<file path="src/rtl/burst_col_pkg.sv">
package burst_col_pkg;

  typedef enum logic [2:0] {
    BLEN_1    = 3'b000,
    BLEN_2    = 3'b001,
    BLEN_4    = 3'b010,
    BLEN_8    = 3'b011,
    BLEN_PAGE = 3'b111
  } blen_code_e;

  localparam int unsigned CODE_W = 3;

endpackage

</file>
<file path="src/rtl/burst_len_decode.sv">
module burst_len_decode
  import burst_col_pkg::*;
#(
  parameter int unsigned COL_W = 9
) (
  input  logic [CODE_W-1:0] code,
  output logic [COL_W-1:0]  span_mask,
  output logic              page
);

  always_comb begin
    page      = 1'b0;
    span_mask = '0;
    case (code)
      BLEN_2:    span_mask = COL_W'(1);
      BLEN_4:    span_mask = COL_W'(3);
      BLEN_8:    span_mask = COL_W'(7);
      BLEN_PAGE: begin
        span_mask = '1;
        page      = 1'b1;
      end
      default:   span_mask = '0;
    endcase
  end

endmodule

</file>
<file path="src/rtl/burst_addr_step.sv">
module burst_addr_step #(
  parameter int unsigned COL_W = 9
) (
  input  logic [COL_W-1:0] base,
  input  logic [COL_W-1:0] idx,
  input  logic [COL_W-1:0] span_mask,
  input  logic             page,
  input  logic             ilv,
  output logic [COL_W-1:0] addr
);

  logic [COL_W-1:0] fixed_hi;
  logic [COL_W-1:0] seq_lo;
  logic [COL_W-1:0] ilv_lo;

  always_comb begin
    fixed_hi = base & ~span_mask;
    seq_lo   = (base + idx) & span_mask;
    ilv_lo   = (base ^ idx) & span_mask;
    if (page)
      addr = base + idx;
    else if (ilv)
      addr = fixed_hi | ilv_lo;
    else
      addr = fixed_hi | seq_lo;
  end

endmodule

</file>
<file path="src/rtl/burst_col_gen.sv">
module burst_col_gen
  import burst_col_pkg::*;
#(
  parameter int unsigned COL_W = 9
) (
  input  logic              clk,
  input  logic              rst_n,
  input  logic              cmd_go,
  input  logic [COL_W-1:0]  cmd_col,
  input  logic [CODE_W-1:0] cmd_len,
  input  logic              cmd_ilv,
  input  logic              halt,
  output logic              beat_vld,
  output logic [COL_W-1:0]  beat_col,
  output logic              beat_end
);

  logic [COL_W-1:0] dec_mask;
  logic             dec_page;

  logic             act_q;
  logic [COL_W-1:0] base_q;
  logic [COL_W-1:0] idx_q;
  logic [COL_W-1:0] mask_q;
  logic             page_q;
  logic             ilv_q;
  logic             at_final;

  burst_len_decode #(.COL_W(COL_W)) u_dec (
    .code      (cmd_len),
    .span_mask (dec_mask),
    .page      (dec_page)
  );

  burst_addr_step #(.COL_W(COL_W)) u_step (
    .base      (base_q),
    .idx       (idx_q),
    .span_mask (mask_q),
    .page      (page_q),
    .ilv       (ilv_q),
    .addr      (beat_col)
  );

  assign at_final = !page_q && (idx_q == mask_q);

  always_ff @(posedge clk or negedge rst_n) begin
    if (!rst_n) begin
      act_q  <= 1'b0;
      base_q <= '0;
      idx_q  <= '0;
      mask_q <= '0;
      page_q <= 1'b0;
      ilv_q  <= 1'b0;
    end else if (cmd_go) begin
      act_q  <= 1'b1;
      base_q <= cmd_col;
      idx_q  <= '0;
      mask_q <= dec_mask;
      page_q <= dec_page;
      ilv_q  <= cmd_ilv & ~dec_page;
    end else if (halt) begin
      act_q <= 1'b0;
    end else if (act_q) begin
      if (at_final)
        act_q <= 1'b0;
      else
        idx_q <= idx_q + 1'b1;
    end
  end

  assign beat_vld = act_q;
  assign beat_end = act_q && at_final;

  assert_first_beat_R2: assert property (@(posedge clk) disable iff (!rst_n)
    cmd_go |=> (beat_vld && beat_col == $past(cmd_col)));

  assert_halt_ends_R8: assert property (@(posedge clk) disable iff (!rst_n)
    (halt && !cmd_go) |=> !beat_vld);

  assert_end_needs_vld_R3: assert property (@(posedge clk) disable iff (!rst_n)
    beat_end |-> beat_vld);

  assert_end_closes_R3: assert property (@(posedge clk) disable iff (!rst_n)
    (beat_end && !cmd_go) |=> !beat_vld);

  assert_upper_fixed_R6: assert property (@(posedge clk) disable iff (!rst_n)
    (beat_vld && !page_q && !beat_end && !cmd_go && !halt)
      |=> ((beat_col & ~mask_q) == $past(beat_col & ~mask_q)));

  assert_page_step_R7: assert property (@(posedge clk) disable iff (!rst_n)
    (beat_vld && page_q && !cmd_go && !halt)
      |=> (beat_vld && !beat_end && beat_col == COL_W'($past(beat_col) + 1'b1)));

endmodule

</file>
<file path="config.mk">
export PLATFORM = sky130hd
export DESIGN_NAME = burst_col_gen
export DESIGN_NICKNAME = d
export VERILOG_FILES = /design/src/rtl/burst_col_pkg.sv /design/src/rtl/burst_len_decode.sv /design/src/rtl/burst_addr_step.sv /design/src/rtl/burst_col_gen.sv
export SDC_FILE = /design/constraint.sdc
export NUM_CORES = 1
export LEC_CHECK = 0
export BUFFER_PORTS_ARGS = -buffer_cell sky130_fd_sc_hd__buf_2
export CAP_MARGIN = 25
export CORE_MARGIN = 2
export CORE_UTILIZATION = 35
export DETAILED_ROUTE_END_ITERATION = 6
export PLACE_DENSITY = 0.66
export SYNTH_ARGS = -nofsm -noshare
export SYNTH_HDL_FRONTEND = slang
export SYNTH_SLANG_ARGS = --single-unit
</file>
<file path="constraint.sdc">
create_clock -name clk -period 2.1 [get_ports clk]
set_clock_uncertainty 0.05 [all_clocks]
set_input_delay 0.21 -clock clk [delete_from_list [all_inputs] [get_ports clk]]
set_output_delay 0.21 -clock clk [all_outputs]
set_load 0.01 [all_outputs]
</file>
# After elaboration in Yosys (flattened, before gate mapping)

Cells that the tools add are included.

Flip-flop bits (word level): 30
Bits of input ports: 17
Word-level logic and storage cells: 41

Add/subtract/negate cells: 2
Equal/unequal tests: 7
Muxes and demuxes: 12
Bitwise gates (word level): 9
Reduce and logical (&&, ||, !) cells: 5

Operator list:

| kind                | number |
|---|---|
| $mux 9              | 6 |
| $pmux 9 s4          | 1 |
| $and 9x9->9         | 3 |
| $or 9x9->9          | 2 |
| $add 9x1->9 const B | 1 |
| $add 9x9->9         | 1 |
| $eq 9x9->1          | 1 |
| $not 9->9           | 1 |
| $xor 9x9->9         | 1 |
| $eq 3x2->1 const B  | 2 |
| $mux 1              | 5 |
| $ne 2x2->1 const B  | 2 |
| $eq 3x1->1 const B  | 1 |
| $eq 3x3->1 const B  | 1 |
| $reduce_and 3->1    | 1 |
| $logic_and 1x1->1   | 2 |
| $reduce_bool 2->1   | 1 |
| $and 1x1->1         | 1 |
| $logic_not 1->1     | 1 |
| $not 1->1           | 1 |

# Logic depth before layout (Yosys ltp)

Word-level depth: 6
Mapped depth: 8
Mapped depth without buffers: 8

# Modules after synthesis

From an unflattened synthesis, not the netlist that was laid out.

Cells, all modules: 222
Area total of the unflattened synthesis: 2,178.3 um^2

By module, submodules not included:

| module           | instances | cells an instance | area each (um^2) |
|---|---|---|---|
| burst_col_gen    | 1         | 110               | 1,436.4 |
| burst_addr_step  | 1         | 100               | 658.1 |
| burst_len_decode | 1         | 12                | 83.8 |

# Worst setup path after synthesis

No wires, ideal clock.

Path kind: register to output
Start point: reg idx_q[0]
End point: out beat_col[8]
Arrival time: 2.141 ns
Required time: 1.840 ns
Path slack: -0.301 ns
Stages on the path, launching flop included: 9
Cell sequence: dfrtp_1 ha_1 inv_1 fa_1 nor2b_1 o31ai_1 a21oi_1 a21oi_1 o311ai_0

Longest elaborated chain between the ends: 5

RTL lines:

| what                     | line                                         | text |
|---|---|---|
| start: declaration       | burst_col_gen.sv:23                          | `logic [COL_W-1:0] idx_q;` |
| start signal: assignment | burst_col_gen.sv:67                          | `idx_q <= idx_q + 1'b1;` |
| $add 9x9->9 *            | burst_addr_step.sv:18, burst_addr_step.sv:21 |  |
| $and 9x9->9              | burst_addr_step.sv:18                        | `seq_lo = (base + idx) & span_mask;` |
| $or 9x9->9               | burst_addr_step.sv:25                        | `addr = fixed_hi \| seq_lo;` |
| $mux 9                   | burst_addr_step.sv:22                        | `else if (ilv)` |
| $mux 9 *                 | burst_addr_step.sv:20                        | `if (page)` |
| end: declaration         | burst_col_gen.sv:14                          | `output logic [COL_W-1:0] beat_col,` |

Every way passes the cells marked *; elsewhere a longest branch is shown, timed or not.

# Worst setup path after layout

Ends and elaborated chain as after synthesis.

==> out/qor.txt <==
Status - finished with violations
Failing checks - negative setup slack
H-tree depth - 1
Period utilisation layout - 1.16
Grt total ovfl - 0
Post-synthesis to final-layout area growth - 30.1%
WL/cell - 13.6 µm
Core ar. - 4410 µm²
Vias in the first global route - 1393
Crit start category - register
Crit end category - output port
Fill count - 445
P_sw - 0.361 mW
WS Path Type - reg -> out
WP data arrival - 2.18 ns
CTS buffer count - 3
Cell variety after synth - 41
CTS tree - built
Max Transition Viols Final - 0
Sink Count - 24
Sequential share of power - 0.436
Port-buffer cells - 27
Top Usage Layer GRT - met2
DRC viols - 0
Post-synth top cells - dfrtp_1 (24), inv_1 (13), nand2_1 (12), a21oi_1 (11), mux2_2 (11)
Lkg Pwr - 0.989 nW
Final WS setup - -0.340 ns
Share of total power in the clock network - 0.277
Grt met3 use - 0.0250
Tightest Pin Transition - 0.571 ns
Die X - 72.4 µm
Sw frac - 0.302
Final ANT Viol Nets - 0
Reg clk slew, reported paths - 0.09 ns
Avg Cell Area, Syn - 9.56 µm²
CTS Buffer Depth - 2
Fmax - 410 MHz
Layout cells sized above 1 - 0.376
Crit-path cells - ha_4 > inv_2 > fa_2 > nor2b_4 > o31ai_4 > a21oi_2 > a2111o_1 > o311ai_2 > buf_2
Yosys warns - 0
Net count after synthesis - 198
Hold_sp - cmd_col[7]
Initial antenna violation count - 0
Num rows - 24
Worst VDD drop - 0.000400 V
Clock Latency Late Sink - 0.27 ns
Max-slew headroom - 0.620
I/O pin count - 28
Antenna cells - 0
Via count - 1417
Synth top area cells - dfrtp_1 (37%), mux2_2 (7.6%), ha_1 (6.9%)
Min-delay worst type - in -> reg
Placed Area - 1990 µm²
Top cell type's share of synthesized area - 0.367
Final Cell Area - 2130 µm²
Most frequent cell after synthesis - dfrtp_1
PD cells - 562 nW/µm²
EDFF count, synth - 0
Sum Neg Setup Slack - -1.35 ns
Vias per cell - 5.19
Fin. Hold Viols - 0
Total track usage - 0.152
Synthesized flop and latch total - 24
RR Startpoint - idx_q[5]
M1 GR Usage - 0.204
GR Util met2 - 0.254
Logic pwr share - 0.286
Height of the die - 72.4 µm
First-pass DRT Iterations - 4
Crit path max-delay family - compound AO/OA/AOI/OAI gates
Synth area leader - dfrtp_1
Routed WL - 3700 µm
Setup crit start - idx_q[0]
Post-synthesis sequential area ratio - 0.367
CP required - 1.84 ns
Slowest-stage cell, CP - dfrtp_2
Design Power - 1.20 mW
WP buf/inv - 2
DPL Wire Length - 2770 µm
Effective utilization at floorplan - 0.370
Placer Congestion - 0.783
Hold_ws - 0.0938 ns
Mapped Area - 1640 µm²
Top_reg_cell synth - dfrtp_1
Largest net degree at the start of global routing - 31
Cells after synthesis - 171
Max-Cap Viols - 0
Die area - 5240 µm²
CP max FO - 3
DRT iter0 DRCs - 37
Async set or reset register ratio after synthesis - 1.00
RSZ-0062 raised after global routing - yes
Setup violations, final - 7
P_int - 0.836 mW
Min cycle time layout - 2.44 ns
# nets final - 249
Max stage delay on crit path - 0.43 ns
Global-route wire length before repair - 6210 µm
Clock Root Buffer - clkbuf_8
-- layout make-up --
cell class                 instances  area [µm²]  area share
sequential                        24         602       0.283
inverter                          13        48.8      0.0229
tap                               52        65.1      0.0306
multi-input combinational        129        1030       0.484
timing repair buffer              51         328       0.154
clock buffer                       4        55.1      0.0259
-- registers in the layout, summed over array words and instances (netlist names) --
signal / flops
base_q: 9
beat_vld: 1
idx_q: 9
ilv_q: 1
mask_q: 4
-- repair_timing --
action	CTS	global route
resized for setup	12	3
hold buffers	1	0
pin swaps	8	3
gates cloned	0	0
endpoints found under the hold margin	24	0
setup endpoints to repair	7	8
setup buffers	0	1
-- cells by family after synthesis --
| group | count (synthesis) | synth area share |
|---|---|---|
| AOI/OAI and AO/OA | 41 | 0.171 |
| xor gates and xnor gates | 12 | 0.0643 |
| adders and majority gates | 10 | 0.0811 |
| buffers and inverters | 18 | 0.0459 |
| DFF | 24 | 0.367 |
| muxes | 13 | 0.0880 |
| and+or+nand+nor | 53 | 0.182 |
-- cells in the final DEF (no fill, tap or decap), types with 2 or more instances in the layout --
cell and instances:
inv_1 12, nor2b_1 2, buf_6 2, mux2_2 10, buf_2 26, nor2_1 10
xor2_1 9, o21ai_0 7, o211ai_1 6, nor3_1 5, or2_2 2, and3_1 4
dfrtp_1 23, buf_4 22, a21oi_1 9, nand4_1 4, xnor2_1 3, nand2b_1 3
nand2_1 12, o2bb2ai_1 3, nand3b_1 3, mux2i_1 2, nand3_1 2, a21oi_2 4
ha_1 8, clkbuf_8 4
-- path summary, 6_finish.rpt --
kind | endpoint | slack [ns] | cells after the start
min reg2reg | mask_q[0] | 0.51 | 1
max reg2reg | beat_vld | 0.25 | 5
max in group asynchronous | idx_q[0] | 1.19 | 2
max | beat_col[8] | -0.34 | 9
min in group asynchronous | mask_q[1] | 0.40 | 2
min | base_q[7] | 0.09 | 3
-- layer usage --
metal  vias to the layer above  share of wire
met4                         0         0.0065
met2                        31           0.48
met5                         -              0
li1                        718              -
met3                         2          0.040
met1                       666           0.47
-- power groups by stage --
stage               combinational (mW)  sequential [mW]  clock (mW)
finish                           0.343            0.522       0.332
global route                     0.380            0.528       0.350
CTS                              0.340            0.523       0.338
detailed placement               0.322            0.529           0
global placement                 0.319            0.528           0
floorplan                        0.189            0.531           0
-- metrics by stage --
stage / worst slack, ns / utilization / cells
after floorplan: 0.00191 / - / 171
after global placement: -0.173 / 0.451 / 267
after detailed placement: -0.213 / 0.451 / 267
after CTS: -0.409 / 0.478 / 272
after global routing: -0.436 / 0.482 / 273
final: -0.340 / 0.482 / 273
-- worst reg2reg max path, delay by kind of cell, from the launching register on --
family | cells | cell delay (ns)
buffers and inverters | 1 | 0.13
and+or+nand+nor | 3 | 1.00
DFF | 1 | 0.41
AOI/OAI and AO/OA | 1 | 0.15
No activity file was read; power rests on OpenSTA's default activity.
